### src/rtl/awr_pkg.sv
package awr_pkg;
   localparam int unsigned AWR_SZ_W = 6;
   typedef logic [AWR_SZ_W-1:0] awr_size_t;
endpackage

### src/rtl/awr_window_reg.sv
module awr_window_reg
   import awr_pkg::*;
#(
   parameter int ADDR_W   = 36,
   parameter int TGT_W    = 3,
   parameter int MIN_LOG2 = 12
) (
   input  logic              clk,
   input  logic              rst_n,
   input  logic              wr,
   input  logic [ADDR_W-1:0] wr_base,
   input  awr_size_t         wr_size,
   input  logic [TGT_W-1:0]  wr_target,
   input  logic              wr_en,
   output logic [ADDR_W-1:0] win_base,
   output logic [ADDR_W-1:0] win_mask,
   output logic [TGT_W-1:0]  win_target,
   output logic              win_en
);
   awr_size_t         eff_size;
   logic [ADDR_W-1:0] new_mask;

   always_comb begin
      if (int'(wr_size) < MIN_LOG2)      eff_size = awr_size_t'(MIN_LOG2);
      else if (int'(wr_size) > ADDR_W)   eff_size = awr_size_t'(ADDR_W);
      else                               eff_size = wr_size;
      for (int i = 0; i < ADDR_W; i++)
         new_mask[i] = (i >= int'(eff_size));
   end

   always_ff @(posedge clk) begin
      if (!rst_n) begin
         win_base   <= '0;
         win_mask   <= '0;
         win_target <= '0;
         win_en     <= 1'b0;
      end else if (wr) begin
         win_base   <= wr_base & new_mask;
         win_mask   <= new_mask;
         win_target <= wr_target;
         win_en     <= wr_en;
      end
   end
endmodule

### src/rtl/awr_window_match.sv
module awr_window_match #(
   parameter int ADDR_W = 36
) (
   input  logic [ADDR_W-1:0] addr,
   input  logic [ADDR_W-1:0] base,
   input  logic [ADDR_W-1:0] mask,
   input  logic              en,
   output logic              hit
);
   assign hit = en && (((addr ^ base) & mask) == '0);
endmodule

### src/rtl/awr_prio_pick.sv
module awr_prio_pick #(
   parameter int N     = 8,
   parameter int IDX_W = $clog2(N)
) (
   input  logic [N-1:0]     hits,
   output logic             found,
   output logic [IDX_W-1:0] idx
);
   always_comb begin
      found = 1'b0;
      idx   = '0;
      for (int i = N - 1; i >= 0; i--) begin
         if (hits[i]) begin
            found = 1'b1;
            idx   = IDX_W'(i);
         end
      end
   end
endmodule

### src/rtl/addr_window_router.sv
module addr_window_router
   import awr_pkg::*;
#(
   parameter int ADDR_W   = 36,
   parameter int NUM_WIN  = 8,
   parameter int TGT_W    = 3,
   parameter int MIN_LOG2 = 12,
   localparam int IDX_W   = $clog2(NUM_WIN),
   localparam int SZ_W    = AWR_SZ_W
) (
   input  logic              clk,
   input  logic              rst_n,
   input  logic              cfg_we,
   input  logic [IDX_W-1:0]  cfg_idx,
   input  logic [ADDR_W-1:0] cfg_base,
   input  logic [SZ_W-1:0]   cfg_size_log2,
   input  logic [TGT_W-1:0]  cfg_target,
   input  logic              cfg_en,
   input  logic              req_valid,
   output logic              req_ready,
   input  logic [ADDR_W-1:0] req_addr,
   output logic              rsp_valid,
   input  logic              rsp_ready,
   output logic [ADDR_W-1:0] rsp_addr,
   output logic [TGT_W-1:0]  rsp_target,
   output logic              rsp_hit,
   output logic              rsp_err
);
   if (NUM_WIN < 2) begin : g_bad_num
      $error("NUM_WIN must be at least 2");
   end
   if ((1 << SZ_W) <= ADDR_W) begin : g_bad_sz
      $error("size field cannot encode ADDR_W");
   end
   if (MIN_LOG2 < 1 || MIN_LOG2 >= ADDR_W) begin : g_bad_min
      $error("MIN_LOG2 out of range");
   end

   logic [ADDR_W-1:0] w_base   [NUM_WIN];
   logic [ADDR_W-1:0] w_mask   [NUM_WIN];
   logic [TGT_W-1:0]  w_target [NUM_WIN];
   logic [NUM_WIN-1:0] w_en;
   logic [NUM_WIN-1:0] w_hit;

   for (genvar g = 0; g < NUM_WIN; g++) begin : g_win
      awr_window_reg #(
         .ADDR_W(ADDR_W), .TGT_W(TGT_W), .MIN_LOG2(MIN_LOG2)
      ) u_reg (
         .clk        (clk),
         .rst_n      (rst_n),
         .wr         (cfg_we && (cfg_idx == IDX_W'(g))),
         .wr_base    (cfg_base),
         .wr_size    (cfg_size_log2),
         .wr_target  (cfg_target),
         .wr_en      (cfg_en),
         .win_base   (w_base[g]),
         .win_mask   (w_mask[g]),
         .win_target (w_target[g]),
         .win_en     (w_en[g])
      );
      awr_window_match #(.ADDR_W(ADDR_W)) u_match (
         .addr (req_addr),
         .base (w_base[g]),
         .mask (w_mask[g]),
         .en   (w_en[g]),
         .hit  (w_hit[g])
      );
   end

   logic             any_hit;
   logic [IDX_W-1:0] win_sel;

   awr_prio_pick #(.N(NUM_WIN), .IDX_W(IDX_W)) u_pick (
      .hits  (w_hit),
      .found (any_hit),
      .idx   (win_sel)
   );

   logic take;
   assign req_ready = !rsp_valid || rsp_ready;
   assign take      = req_valid && req_ready;

   always_ff @(posedge clk) begin
      if (!rst_n) begin
         rsp_valid  <= 1'b0;
         rsp_addr   <= '0;
         rsp_target <= '0;
         rsp_hit    <= 1'b0;
         rsp_err    <= 1'b0;
      end else if (req_ready) begin
         rsp_valid <= req_valid;
         if (take) begin
            rsp_addr   <= req_addr;
            rsp_target <= any_hit ? w_target[win_sel] : '0;
            rsp_hit    <= any_hit;
            rsp_err    <= !any_hit;
         end
      end
   end
endmodule

### config.mk
export PLATFORM = sky130hd
export DESIGN_NAME = addr_window_router
export DESIGN_NICKNAME = d
export VERILOG_FILES = /design/src/rtl/awr_pkg.sv /design/src/rtl/awr_window_reg.sv /design/src/rtl/awr_window_match.sv /design/src/rtl/awr_prio_pick.sv /design/src/rtl/addr_window_router.sv
export SDC_FILE = /design/constraint.sdc
export NUM_CORES = 1
export LEC_CHECK = 0
export BUFFER_PORTS_ARGS = -buffer_cell sky130_fd_sc_hd__buf_2
export CAP_MARGIN = 30
export CORE_MARGIN = 2
export CORE_UTILIZATION = 55
export DETAILED_ROUTE_END_ITERATION = 6
export GPL_ROUTABILITY_DRIVEN = 0
export PLACE_DENSITY = 0.76
export SYNTH_ARGS = -nofsm -noshare
export SYNTH_HDL_FRONTEND = slang
export SYNTH_SLANG_ARGS = --single-unit
### constraint.sdc
create_clock -name clk -period 2.85 [get_ports clk]
set_input_delay 0.57 -clock clk [delete_from_list [all_inputs] [get_ports clk]]
set_output_delay 0.57 -clock clk [all_outputs]
set_load 0.02 [all_outputs]
==> impl_results.md <==
* Fmax at 335.9 MHz
* Final Skew at 0.02323 ns
* Net total in the final layout at 3,293
* I/O pins at 133
* Multi-input combinational cell area at 11,930 um2
* Detailed Place HPWL at 56,330 um
* Overflow left after global routing at 0
* Number of buffers created by CTS at 68
* DRT Wirelength at 87,120 um
* Sequential Power Share at 47.2%
* Distinct cells, synth at 51
* Cells after synthesis at 3,073
* Remaining antenna violation count at 0
* Worst-case vdd ir drop at 0.4906 mV
* Crit path arrival time at 3.46 ns
* Total routing resource utilization after global routing at 34.39%
* Clock tree from TritonCTS: done
* Final worst slack at -0.1270 ns
* Multiplexer area fraction after synthesis at 0.6381%
* Hold violation total from the final report at 0
* Final Cycle Share at 104.5%
* Sum of internal, switching and leakage power at 19.66 mW
* Required time reported for the critical path endpoint at 3.33 ns
* Least-Margin Pin Slew at 1.052 ns
* Via count of the first global-routing pass at 21,860
* RSZ-0062 raised after global routing: yes
* Total instance count after detailed placement at 3,737
* Final routed DRC violation total at 8
* Violation count after the first detailed-route iteration at 2,836
* Synth-to-Final Area Change at 17.52%
* CORE AREA at 46,460 um2
* Overall die area at 48,810 um2
* Run status: finished, violations left
* Top cells by area in the synthesized netlist: sky130_fd_sc_hd__dfxtp_1, sky130_fd_sc_hd__nand2_1, sky130_fd_sc_hd__xor2_1, sky130_fd_sc_hd__a21oi_1, sky130_fd_sc_hd__and3_1
* CP most frequent cell: sky130_fd_sc_hd__mux2i_1
* Cell-by-cell listing of the critical path: xor2_1, a22oi_1, nand4_1, nor3_2, a2bb2oi_4, o31ai_4, nand3_4, buf_12, mux2i_1, mux2i_1, mux2i_1, o2bb2ai_1
* Standby leakage power at 12.49 nW
* CTS clk-pin slew, worst paths at 0.06 ns
* Launching element type of the critical path: register
* Max-cap check violation count at 0
* Average wire per cell in the routed design at 22.57 um
* First-pass iteration count of the detailed router at 7
* Clock Latency Late Sink at 0.60 ns
* Primary flip-flop cell chosen by synthesis mapping: sky130_fd_sc_hd__dfxtp_1
* Count of warnings emitted by yosys at 0
* Vias after detailed routing at 23,110
* Min cycle time layout at 2.977 ns
* Share of power burned in the clock network at 44.3%
* Share of Yosys cell area claimed by the top area cell type at 50.27%
* Mapped Nets at 3,163
* Class of the tightest hold or removal check: in2reg
* Final max-slew violation count at 0
* Library cell with the largest summed area after synthesis: sky130_fd_sc_hd__dfxtp_1
* Logic gate share of total power at 8.5%
* Horizontal extent of the die at 220.9 um
* Critical Path Fanout Max at 5
* Total power density per cell area at 646.4 nW/um2
* Vertical die dimension at 220.9 um
* Endpoint class of the critical path: register
* Clk sink count at 650
* Fraction of layout cells with a size suffix above 1 at 14.59%
* Asr flop ratio synth at 0%
* Count of flip-flops with a built-in enable after synthesis at 0
* Cell at the root of the clock tree: sky130_fd_sc_hd__clkbuf_16
* Pin count of the biggest net entering global routing at 194
* Filler cell count at 3,700
* Register area at 13,020 um2
* Count of state elements after synthesis at 650
* Highest-delay cell along the critical path: sky130_fd_sc_hd__nor3_2
* CP Class: reg2reg
* H-tree depth at 3
* Synth Area per Inst at 8.423 um2
* Largest family of logic cells by synthesized area: simple AND/OR/NAND/NOR gates
* Antenna violations before repair at 8
* Post-placement worst setup slack at -0.4795 ns
* Buffer levels on the longest clock path at 3
* Number of non-filler instances in the completed layout at 3,860
* Parity-gate share of the synthesized area counting xor and xnor cells at 9.745%
* Sequential share of the synthesized area at 50.27%
* Slew margin rel. at 29.85%
* Sw power at 4.832 mW
* Arithmetic-cell share of the synthesized area counting full adders, half adders and majority gates at 0%
* Vias/cell at 5.986
* Count of final setup violators at 2
* Violated checks: design-rule violations, negative setup slack
* Post-synthesis instance area at 25,880 um2
* Synth Area in Compound Gates at 14.44%
* Number of input and output port buffers inserted at 120
* Initial core utilization at 55.72%
* Synth Area in Simple Gates at 20.50%
* Global-route wire length before repair at 129,800 um
* Max incr delay on CP at 0.40 ns
* Number of rows in the core area at 79
* Net switching share of the total power at 24.57%
* Cell Int Power at 14.83 mW
==> power groups by stage <==
| stage | sequential [mW] | clock, mW | combinational [mW] |
|---|---|---|---|
| final | 9.28 | 8.72 | 1.66 |
| after global routing | 9.29 | 9.09 | 1.73 |
| after CTS | 9.28 | 8.72 | 1.59 |
| after detailed placement | 9.48 | 0 | 1.58 |
| after global placement | 9.47 | 0 | 1.55 |
| after floorplan | 9.51 | 0 | 0.821 |
==> registers in the layout, summed over array words and instances (netlist names) <==
signal                  flops
rsp_valid                   1
g_win.u_reg.win_base      288
g_win.u_reg.win_target     24
rsp_hit                     1
rsp_target                  3
g_win.u_reg.win_mask      288
rsp_err                     1
rsp_addr                   36
g_win.u_reg.win_en          8
==> per-layer routing <==
layer  GRT usage, %  vias to the layer above  routed length, um
met2          53.11                     1372              38850
met1          45.04                    10950              33640
met4          20.46                        6               5241
li1               -                    10500                  -
met3          6.281                      286               9359
met5              0                        -                 36
==> cell families (layout without fill, tap and decap cells) <==
| family | count (synthesis) | after routing |
|---|---|---|
| XOR/XNOR | 288 | 288 |
| flip-flops | 650 | 650 |
| other | 0 | 5 |
| buffers and inverters | 271 | 446 |
| multiplexers | 16 | 16 |
| AO/OA/AOI/OAI | 633 | 633 |
| AND/OR/NAND/NOR | 1215 | 1215 |
==> per-stage QoR <==
stage	setup TNS, ns	hold WS, ns	utilization (%)	instance area (um2)
after global routing	-0.2118	0.2557	65.46	30410
final	-0.1620	0.2162	65.48	30420
after global placement	-1.245	0.4410	60.47	28090
after detailed placement	-1.301	0.4462	60.47	28090
after floorplan	0	0.4321	-	25880
after CTS	0	0.2071	65.10	30240
==> cell type report <==
type                       count  share of cell area [%]
sequential                   650                   42.79
multi-input combinational   2152                   39.21
timing repair buffer         329                   8.337
clock buffer                 102                   6.659
tap                          607                   2.497
clock inverter                13                  0.4195
inverter                       2                 0.04936
antenna                        5                 0.04113
==> cells in the mapped netlist, types with 25 or more instances <==
master	instances
sky130_fd_sc_hd__nand4_1	33
sky130_fd_sc_hd__nand2_1	850
sky130_fd_sc_hd__dfxtp_1	650
sky130_fd_sc_hd__a211oi_1	40
sky130_fd_sc_hd__and3_1	193
sky130_fd_sc_hd__a21oi_1	424
sky130_fd_sc_hd__buf_2	25
sky130_fd_sc_hd__nor2_1	57
sky130_fd_sc_hd__clkbuf_1	212
sky130_fd_sc_hd__and2_1	25
sky130_fd_sc_hd__xor2_1	288
sky130_fd_sc_hd__a22oi_1	123
==> cell usage in the layout, fill, tap and decap left out, types with 4 or more instances in the layout <==
cell,count
sky130_fd_sc_hd__clkbuf_8,9
sky130_fd_sc_hd__nor2b_1,9
sky130_fd_sc_hd__diode_2,5
sky130_fd_sc_hd__a31oi_1,8
sky130_fd_sc_hd__xor2_2,4
sky130_fd_sc_hd__nand2_1,847
sky130_fd_sc_hd__a22oi_2,4
sky130_fd_sc_hd__and3_1,193
sky130_fd_sc_hd__nor2_4,6
sky130_fd_sc_hd__a222oi_1,8
sky130_fd_sc_hd__clkbuf_16,74
sky130_fd_sc_hd__clkinv_2,7
sky130_fd_sc_hd__o21a_1,4
sky130_fd_sc_hd__and2_1,24
sky130_fd_sc_hd__mux2i_1,14
sky130_fd_sc_hd__nand4_1,33
sky130_fd_sc_hd__dfxtp_1,647
sky130_fd_sc_hd__a22oi_1,119
sky130_fd_sc_hd__a211oi_1,40
sky130_fd_sc_hd__or2_2,7
sky130_fd_sc_hd__clkbuf_1,20
sky130_fd_sc_hd__a22o_1,4
sky130_fd_sc_hd__buf_12,27
sky130_fd_sc_hd__nand3_2,4
sky130_fd_sc_hd__a21oi_1,424
sky130_fd_sc_hd__nor2_1,51
sky130_fd_sc_hd__buf_4,181
sky130_fd_sc_hd__xor2_1,284
sky130_fd_sc_hd__nor3_1,11
sky130_fd_sc_hd__nand3_1,9
sky130_fd_sc_hd__buf_2,117
sky130_fd_sc_hd__nand2b_1,4
==> worst max-delay path, delay by kind of cell, from the launching register on <==
family / cells / cell delay (ns)
simple gates: 3 / 0.89
compound gates: 4 / 0.79
mux: 3 / 0.51
flops: 1 / 0.32
buf+inv: 1 / 0.18
xor+xnor: 1 / 0.15
==> final timing paths <==
path,slack [ns],endpoint,depth (start not counted),start
worst max register to register,-0.13,rsp_target[2],12,g_win[6].u_reg.win_base[34]
worst max-delay path,-0.13,rsp_target[2],12,g_win[6].u_reg.win_base[34]
worst min register to register,0.45,rsp_addr[15],2,rsp_addr[15]
worst min-delay path,0.22,rsp_valid,3,req_valid
==> what timing repair did <==
item,in CTS,in global routing
gates resized for setup,0,23
hold buffers,0,0
endpoints found under the setup margin,0,3
setup buffers,0,2
Note: power is estimated with default switching activity, not from simulation.
